===== config.mk =====
export PLATFORM = sky130hd
export DESIGN_NAME = mem_page_map
export DESIGN_NICKNAME = d
export VERILOG_FILES = /design/src/rtl/mpm_pkg.sv /design/src/rtl/mpm_regs.sv /design/src/rtl/mpm_decode.sv /design/src/rtl/mem_page_map.sv
export SDC_FILE = /design/constraint.sdc
export NUM_CORES = 1
export LEC_CHECK = 0
export ABC_AREA = 1
export BUFFER_PORTS_ARGS = -buffer_cell sky130_fd_sc_hd__buf_2
export CELL_PAD_IN_SITES_DETAIL_PLACEMENT = 0
export CELL_PAD_IN_SITES_GLOBAL_PLACEMENT = 2
export CORE_AREA = 2 2 91 84
export CTS_BUF_LIST = sky130_fd_sc_hd__clkbuf_8
export DETAILED_ROUTE_END_ITERATION = 8
export DIE_AREA = 0 0 93 86
export GPL_ROUTABILITY_DRIVEN = 0
export PLACE_DENSITY = 0.85
export SYNTH_ARGS = -nofsm -noshare
export SYNTH_HDL_FRONTEND = slang
export SYNTH_SLANG_ARGS = --single-unit

===== constraint.sdc =====
create_clock -name clk_i -period 2.2 [get_ports clk_i]
set_clock_uncertainty 0.15 [all_clocks]
set_input_delay 0.44 -clock clk_i [delete_from_list [all_inputs] [get_ports clk_i]]
set_output_delay 0.44 -clock clk_i [all_outputs]
set_load 0.05 [all_outputs]

===== src/rtl/mpm_pkg.sv =====
package mpm_pkg;
  localparam int OFF_W = 14;
  localparam int BLK_W = 6;
  localparam int WIN_W = 6;
  localparam int PA_W  = WIN_W + BLK_W + OFF_W;
  localparam int SLOTS = 4;

  localparam logic [1:0] TGT_DRAM = 2'd0;
  localparam logic [1:0] TGT_FW   = 2'd1;
  localparam logic [1:0] TGT_VRAM = 2'd2;
  localparam logic [1:0] TGT_BOOT = 2'd3;

  localparam logic [15:0] PORT_BANK  = 16'h7FFD;
  localparam logic [15:0] PORT_PLUS  = 16'h1FFD;
  localparam logic [15:0] PORT_CTX   = 16'h14DF;
  localparam logic [15:0] PORT_EXT   = 16'h24DF;
  localparam logic [15:0] PORT_FPMD  = 16'h34DF;
  localparam logic [15:0] PORT_BOOT  = 16'h44DF;
  localparam logic [15:0] PORT_FP    = 16'h54DF;
  localparam logic [15:0] PORT_HIMB  = 16'h64DF;

  typedef struct packed {
    logic              boot;
    logic              ctx;
    logic [2:0]        bank_sel;
    logic              rom_lo;
    logic              plus_en;
    logic [1:0]        plus_cfg;
    logic              rom_hi;
    logic [2:0]        ext_rom;
    logic              reloc;
    logic              fp_wp;
    logic              fp_en;
    logic [BLK_W-1:0]  fp_blk;
    logic [WIN_W-1:0]  himb;
  } regs_t;

  function automatic logic [2:0] special_bank(input logic [1:0] cfg, input logic [1:0] slot);
    logic [11:0] row;
    case (cfg)
      2'd0:    row = {3'd3, 3'd2, 3'd1, 3'd0};
      2'd1:    row = {3'd7, 3'd6, 3'd5, 3'd4};
      2'd2:    row = {3'd3, 3'd6, 3'd5, 3'd4};
      default: row = {3'd3, 3'd6, 3'd7, 3'd4};
    endcase
    return row[slot*3 +: 3];
  endfunction

  function automatic logic [2:0] std_bank(input logic [1:0] slot, input logic [2:0] sel);
    case (slot)
      2'd1:    return 3'd5;
      2'd2:    return 3'd2;
      2'd3:    return sel;
      default: return 3'd0;
    endcase
  endfunction
endpackage


===== src/rtl/mpm_regs.sv =====
module mpm_regs
  import mpm_pkg::*;
(
  input  logic        clk_i,
  input  logic        rst_ni,
  input  logic        io_wr_i,
  input  logic [15:0] io_addr_i,
  input  logic [7:0]  io_data_i,
  input  logic        nmi_i,
  output regs_t       regs_o
);
  regs_t q;

  always_ff @(posedge clk_i or negedge rst_ni) begin
    if (!rst_ni) begin
      q      <= '0;
      q.boot <= 1'b1;
      q.ctx  <= 1'b1;
    end else begin
      if (io_wr_i) begin
        case (io_addr_i)
          PORT_BANK: begin
            q.bank_sel <= io_data_i[2:0];
            q.rom_lo   <= io_data_i[4];
          end
          PORT_PLUS: begin
            q.plus_en  <= io_data_i[0];
            q.plus_cfg <= io_data_i[2:1];
            q.rom_hi   <= io_data_i[2];
          end
          PORT_CTX:  q.ctx     <= io_data_i[0];
          PORT_EXT:  q.ext_rom <= io_data_i[5:3];
          PORT_FPMD: q.reloc   <= io_data_i[7];
          PORT_BOOT: q.boot    <= 1'b0;
          PORT_FP: begin
            q.fp_blk <= io_data_i[BLK_W-1:0];
            q.fp_en  <= io_data_i[6];
            q.fp_wp  <= io_data_i[7];
          end
          PORT_HIMB: q.himb    <= io_data_i[WIN_W-1:0];
          default: ;
        endcase
      end
      if (nmi_i) q.ctx <= 1'b1;
    end
  end

  assign regs_o = q;
endmodule


===== src/rtl/mpm_decode.sv =====
module mpm_decode
  import mpm_pkg::*;
(
  input  logic [15:0]     cpu_addr_i,
  input  regs_t           regs_i,
  output logic [1:0]      tgt_o,
  output logic [PA_W-1:0] phys_addr_o,
  output logic            wr_en_o
);
  logic [OFF_W-1:0] off;
  logic [1:0]       s_tgt [SLOTS];
  logic [PA_W-1:0]  s_pa  [SLOTS];
  logic             s_wr  [SLOTS];

  assign off = cpu_addr_i[OFF_W-1:0];

  for (genvar g = 0; g < SLOTS; g++) begin : g_slot
    localparam bit IS_LO = (g == 0);
    localparam bit IS_HI = (g == SLOTS - 1);
    localparam logic [1:0] SLOT = 2'(g);
    logic [2:0] ram_bank;
    logic       fp_hit;

    always_comb begin
      ram_bank = regs_i.plus_en ? special_bank(regs_i.plus_cfg, SLOT)
                                : std_bank(SLOT, regs_i.bank_sel);
      fp_hit   = regs_i.fp_en && ((IS_LO && !regs_i.reloc) || (IS_HI && regs_i.reloc));
      s_tgt[g] = TGT_DRAM;
      s_pa[g]  = {{WIN_W{1'b0}}, {(BLK_W-3){1'b0}}, ram_bank, off};
      s_wr[g]  = 1'b1;
      if (IS_LO && regs_i.boot) begin
        s_tgt[g] = TGT_BOOT;
        s_pa[g]  = PA_W'(off);
        s_wr[g]  = 1'b0;
      end else if (IS_LO && regs_i.ctx) begin
        s_tgt[g] = TGT_FW;
        s_pa[g]  = PA_W'(off);
      end else if (fp_hit) begin
        s_pa[g]  = {regs_i.himb, regs_i.fp_blk, off};
        s_wr[g]  = IS_HI || !regs_i.fp_wp;
      end else if (IS_LO && !regs_i.plus_en) begin
        s_pa[g]  = {{WIN_W{1'b0}}, 1'b1, regs_i.ext_rom, regs_i.rom_hi, regs_i.rom_lo, off};
        s_wr[g]  = 1'b0;
      end else if (ram_bank[2] && ram_bank[0] && !off[OFF_W-1]) begin
        // banks 5 and 7: lower 8 KB lives in video RAM
        s_tgt[g] = TGT_VRAM;
        s_pa[g]  = PA_W'({ram_bank[1], off[OFF_W-2:0]});
      end
    end
  end

  assign tgt_o       = s_tgt[cpu_addr_i[15:14]];
  assign phys_addr_o = s_pa[cpu_addr_i[15:14]];
  assign wr_en_o     = s_wr[cpu_addr_i[15:14]];
endmodule


===== src/rtl/mem_page_map.sv =====
module mem_page_map
  import mpm_pkg::*;
(
  input  logic        clk_i,
  input  logic        rst_ni,
  input  logic        io_wr_i,
  input  logic [15:0] io_addr_i,
  input  logic [7:0]  io_data_i,
  input  logic        nmi_i,
  input  logic [15:0] cpu_addr_i,
  output logic [1:0]  tgt_o,
  output logic [25:0] phys_addr_o,
  output logic        wr_en_o
);
  regs_t regs_q;

  mpm_regs u_regs (
    .clk_i    (clk_i),
    .rst_ni   (rst_ni),
    .io_wr_i  (io_wr_i),
    .io_addr_i(io_addr_i),
    .io_data_i(io_data_i),
    .nmi_i    (nmi_i),
    .regs_o   (regs_q)
  );

  mpm_decode u_dec (
    .cpu_addr_i (cpu_addr_i),
    .regs_i     (regs_q),
    .tgt_o      (tgt_o),
    .phys_addr_o(phys_addr_o),
    .wr_en_o    (wr_en_o)
  );
endmodule


---- Word-level counts from Yosys, hierarchy flattened ----
Cells that the tools add are included.
storage, ports and cells
  logic and storage cells ................. 94
  flip-flop bits (word level) ............. 28
  output and inout bits ................... 29
cells by class
  equality and inequality tests ........... 10
  reductions and logical operators ........ 24
  $lt $le $gt $ge ......................... 1
  mux-type cells .......................... 45
  bitwise logic cells ..................... 1
operators with widths
  kind                                                                      number
  26-bit two-way mux                                                        7
  17-bit two-way mux                                                        4
  16-bit by 15-bit equality test with 1-bit output (second input constant)  4
  26-bit binary-select mux with 2-bit select                                1
  12-bit one-hot mux with 3 select lines                                    1
  16-bit by 13-bit equality test with 1-bit output (second input constant)  2
  16-bit by 14-bit equality test with 1-bit output (second input constant)  2
  27-bit two-way mux                                                        1
  2-bit two-way mux                                                         11
  2-bit AND reduction                                                       8
  3-bit two-way mux                                                         5
  1-bit logical AND                                                         10
  1-bit two-way mux                                                         9
  4-bit two-way mux                                                         2
  8-bit two-way mux                                                         1
  6-bit two-way mux                                                         1
  2-bit binary-select mux with 2-bit select                                 1
  2-bit nonzero test                                                        2
  3-bit greater-or-equal comparator (second input constant)                 1
  1-bit zero test                                                           3
  2-bit inverter with 3-bit output                                          1
  1-bit binary-select mux with 2-bit select                                 1
  2-bit by 1-bit equality test with 1-bit output (second input constant)    1
  2-bit equality test (second input constant)                               1
  2-bit zero test                                                           1

---- Depth between registers and ports, before layout ----
  word-level depth ........................ 13
  gate-level depth with buffers ........... 9

---- Hierarchy ----
Synthesis repeated with hierarchy kept, for this count alone.
second synthesis, totals
  cells, all modules ...................... 297
  area, all modules ....................... 1,976.9 sq um
by module, submodules not included
  module      times used  cells an instance  area an instance (sq um)  sequential area each (sq um)
  mpm_regs    1           171                1,341.3                   678.2
  mpm_decode  1           126                635.6                     0.0

---- Worst setup path before layout ----
OpenSTA, ideal clock, no wires.
  path kind ............................... input-to-output
  start ................................... input cpu_addr_i[14]
  end ..................................... output phys_addr_o[17]
  buffers on the path ..................... 1
  data required time ...................... 1,610 ps
  arrival ................................. 2,105 ps
  slack ................................... -495 ps
  stages .................................. 6
  cell sequence ........................... buf_2 -> inv_1 -> nand2_1 -> nor2_1 -> nand3_1 -> o21ai_0
on the way
  word-level cells in the longest chain between the ends .. 4
ends and longest elaborated chain
  item                                                    line                text
  start, declared                                         mem_page_map.sv:10  input logic [15:0] cpu_addr_i,
  2-bit inverter with 3-bit output (not written as such)  mpm_decode.sv:53    assign phys_addr_o = s_pa[cpu_addr_i[15:14]];
  26-bit binary-select mux with 2-bit select              mpm_decode.sv:53
  26-bit two-way mux (not written as such) (2 in a row)   mpm_decode.sv:53
  end, declared                                           mem_page_map.sv:12  output logic [25:0] phys_addr_o,
Every way passes these cells. The select of a mux whose other input is x is not followed.

---- Final worst setup path ----
  start ................................... register u_regs.q, in the netlist u_regs.regs_o[26]
  end ..................................... output phys_addr_o[20]
on the way
  word-level cells in the longest chain between the ends .. 5
ends and longest elaborated chain
  item                                                   line              text
  start, declared                                        mpm_regs.sv:12    regs_t q;
  26-bit two-way mux                                     mpm_decode.sv:35  end else if (IS_LO && regs_i.ctx) begin
  26-bit two-way mux                                     mpm_decode.sv:31  if (IS_LO && regs_i.boot) begin
  26-bit binary-select mux with 2-bit select             mpm_decode.sv:53
  26-bit two-way mux (not written as such) (2 in a row)  mpm_decode.sv:53
Every way passes these cells. The select of a mux whose other input is x is not followed.

==> key figures <==
Detailed routing
  • Routed len/inst: 11.12 µm
  • Routed vias/inst: 4.266
  • Final WL: 4805 µm
  • Initial DRC count: 101
  • Final ANT Viol Nets: 0
  • DRT Pass-1 Iters: 4
  • Via count: 1843
  • # DRC: 0

Run
  • Max Cap Violations: 0

Synth
  • Flops & latches, synth: 27
  • Syn Nets: 336
  • Syn_area_per_cell: 6.393 µm²
  • Largest area contributor in the netlist: dfrtp_1
  • Yosys warnings: 0
  • Sequential area share after synthesis: 0.3633
  • Count leader, synth: nand2_1
  • Synth top area share: 0.3351
  • Async set-or-reset flop fraction in the synthesized netlist: 1.000
  • EDFF count, synth: 0
  • Post-Syn Instances: 292
  • Mapped Area: 1867 µm²
  • Yosys cell types: 23
  • Largest cells by area after synthesis: dfrtp_1 34%, nand2_1 23%, nand3_1 9.1%, nor2_1 7.6%, inv_1 7.0%
  • Synth Flop Type: dfrtp_1
  • List of most frequent post-synthesis cells: 114 x nand2_1, 38 x nor2_1, 35 x inv_1, 34 x nand3_1, 25 x dfrtp_1

Clock tree
  • CTS buffer count: 3
  • H-tree level count: 1
  • Clock Latency Late Sink: 0.27 ns
  • CTS clk-pin slew, worst paths: 0.09 ns
  • Post-CTS Hold Fix Bufs: 0
  • Clk root buf: clkbuf_8
  • Maximum clock path buffer count: 2
  • CTS tree: built
  • TritonCTS Sinks: 27

Place
  • Detail Placement HPWL: 3914 µm
  • # port buffers: 46
  • Cell count after placement: 424

Finish
  • Finished Layout Cells: 432
  • Layout cells sized above 1: 0.2802
  • Nets@finish: 384
  • Fillcell total: 801
  • Max reg flops: 27
  • P&R area growth vs syn: 27.35%
  • Antenna Diode Count: 0

Worst setup path
  • Ordered cell list for the critical path: nor2_4 > nand2_2 > nor2_4 > nand2_1 > nand2_2 > inv_4 > nor2_1 > buf_6
  • Setup CP Type: reg2out
  • CP endpoint kind: primary output
  • CP peak stage delay: 0.40 ns
  • Crit path DAT: 1.55 ns
  • Worst-path fanout max: 6
  • Slowest stage cell, crit path: dfstp_2
  • Required @ worst endpoint: 1.61 ns
  • CP startpoint kind: flop

Global routing
  • Gr usage total: 0.1232
  • GR Overflow Total: 0
  • Number of global-route vias before repair: 1700
  • Largest net degree at the start of global routing: 28
  • Global-route wire length before repair: 7921 µm
  • Initial antenna violation count: 0

Timing
  • Tmin final: 2.135 ns
  • Final Slew Violations: 0
  • Tcrit/Tclk final: 0.9706
  • Fmax: 0.4683 GHz
  • Setup violations, final: 0
  • RSZ-0062 raised after global routing: true
  • Max-slew headroom: 0.5882
  • Hold Vio Cnt, Final: 0
  • Worst-margin pin slew: 0.6177 ns

Floorplanning
  • DIE HEIGHT: 86 µm
  • Die ar.: 7998 µm²
  • Die extent in x: 93 µm
  • Initial cell density of the core: 0.2680
  • Row Count: 29
  • Core area: 6967 µm²
  • I/O Pins: 73

Min path
  • Hold/Removal Path Class: in2async

Power
  • Total Power: 0.9147 mW
  • Max VDD drop: 0.0002614 V
  • Power per standard cell area: 384.8 nW/µm²
  • Static Leak: 1.253 nW

Status
  • Status: finished, final reports clean
## cell type report
type	instances	area [µm²]	share of cell area
Multi-Input combinational cell	214	1005	0.4226
Sequential cell	27	680.7	0.2863
Timing Repair Buffer	59	395.4	0.1663
Inverter	35	133.9	0.05632
Tap cell	93	116.4	0.04895
Clock buffer	3	41.29	0.01737
Clock inverter	1	5.005	0.002105
## cells by family after synthesis
group	after synthesis	share of synthesized area
AOI/OAI and AO/OA	13	0.03820
buffers and inverters	51	0.1300
DFF	27	0.3633
and+or+nand+nor	201	0.4685
## final timing paths
path | startpoint | end | cells after the start | slack, ns
max | u_regs.regs_o[26] | phys_addr_o[20] | 8 | 0.06
min | rst_ni | u_regs.regs_o[0] | 1 | 0.02
max reg2reg | u_regs.regs_o[27] | u_regs.regs_o[27] | 2 | 1.18
min reg2reg | u_regs.regs_o[0] | u_regs.regs_o[0] | 2 | 0.33
max in group asynchronous | rst_ni | u_regs.regs_o[21] | 1 | 1.44
min in group clk_i | nmi_i | u_regs.regs_o[26] | 3 | 0.22
## what timing repair did
action | CTS | global route
gates resized for setup | 23 | 27
pin swaps | 2 | 4
setup endpoints to repair | 13 | 15
buffers inserted | 2 | 2
## power by group
group	switching (mW)	internal, mW
Clock	0.152	0.127
Combinational	0.0919	0.0476
Sequential	0.000145	0.496
## per-stage QoR
step           utilization  cell area [µm²]  hold WS, ns  setup TNS, ns  setup WS (ns)
2_1_floorplan            -             1874    -0.005591         -1.260        -0.1857
3_3_place_gp        0.3125             2177       0.3047              0        0.04522
3_5_place_dp        0.3125             2177       0.3107     -0.0007212     -0.0007212
4_1_cts             0.3299             2298      0.03552      -0.009505      -0.009505
5_1_grt             0.3412             2377      0.06385        -0.1457       -0.04484
6_report            0.3412             2377      0.02083              0        0.06467
## worst max-delay path: cells and delay by family, from the launching register on
kind	cells	cell delay, ns
DFF	1	0.40
and+or+nand+nor	6	0.62
buffers and inverters	2	0.25
## routing by layer
layer  global-route usage  part of all wire  vias up
met1               0.1797              0.50      823
met2               0.1930              0.46       33
met3              0.01494             0.028        4
li1                     -                 -      983
met5                    0                 0        -
met4              0.03342            0.0087        0
## cell usage in the layout, fill, tap and decap left out
master,instances
inv_2,1
o21ai_2,2
nor2b_1,2
nand3_1,34
and2_1,1
o21ai_1,3
nand2_1,108
o21ai_0,2
buf_4,20
nor2_4,5
nor2_1,29
nand2_4,1
nand4_1,2
nand2_2,6
dfrtp_2,2
o211ai_1,1
inv_1,33
a21oi_1,2
buf_2,31
clkbuf_8,3
a21oi_2,1
dfstp_2,2
or2_2,1
inv_4,1
dfrtp_1,23
clkinv_2,1
nor3_4,1
buf_6,8
nand3b_1,2
nand3_2,2
nor2_2,7
a22oi_1,1
a31oi_1,1
Power figures use the tool's default switching activity.
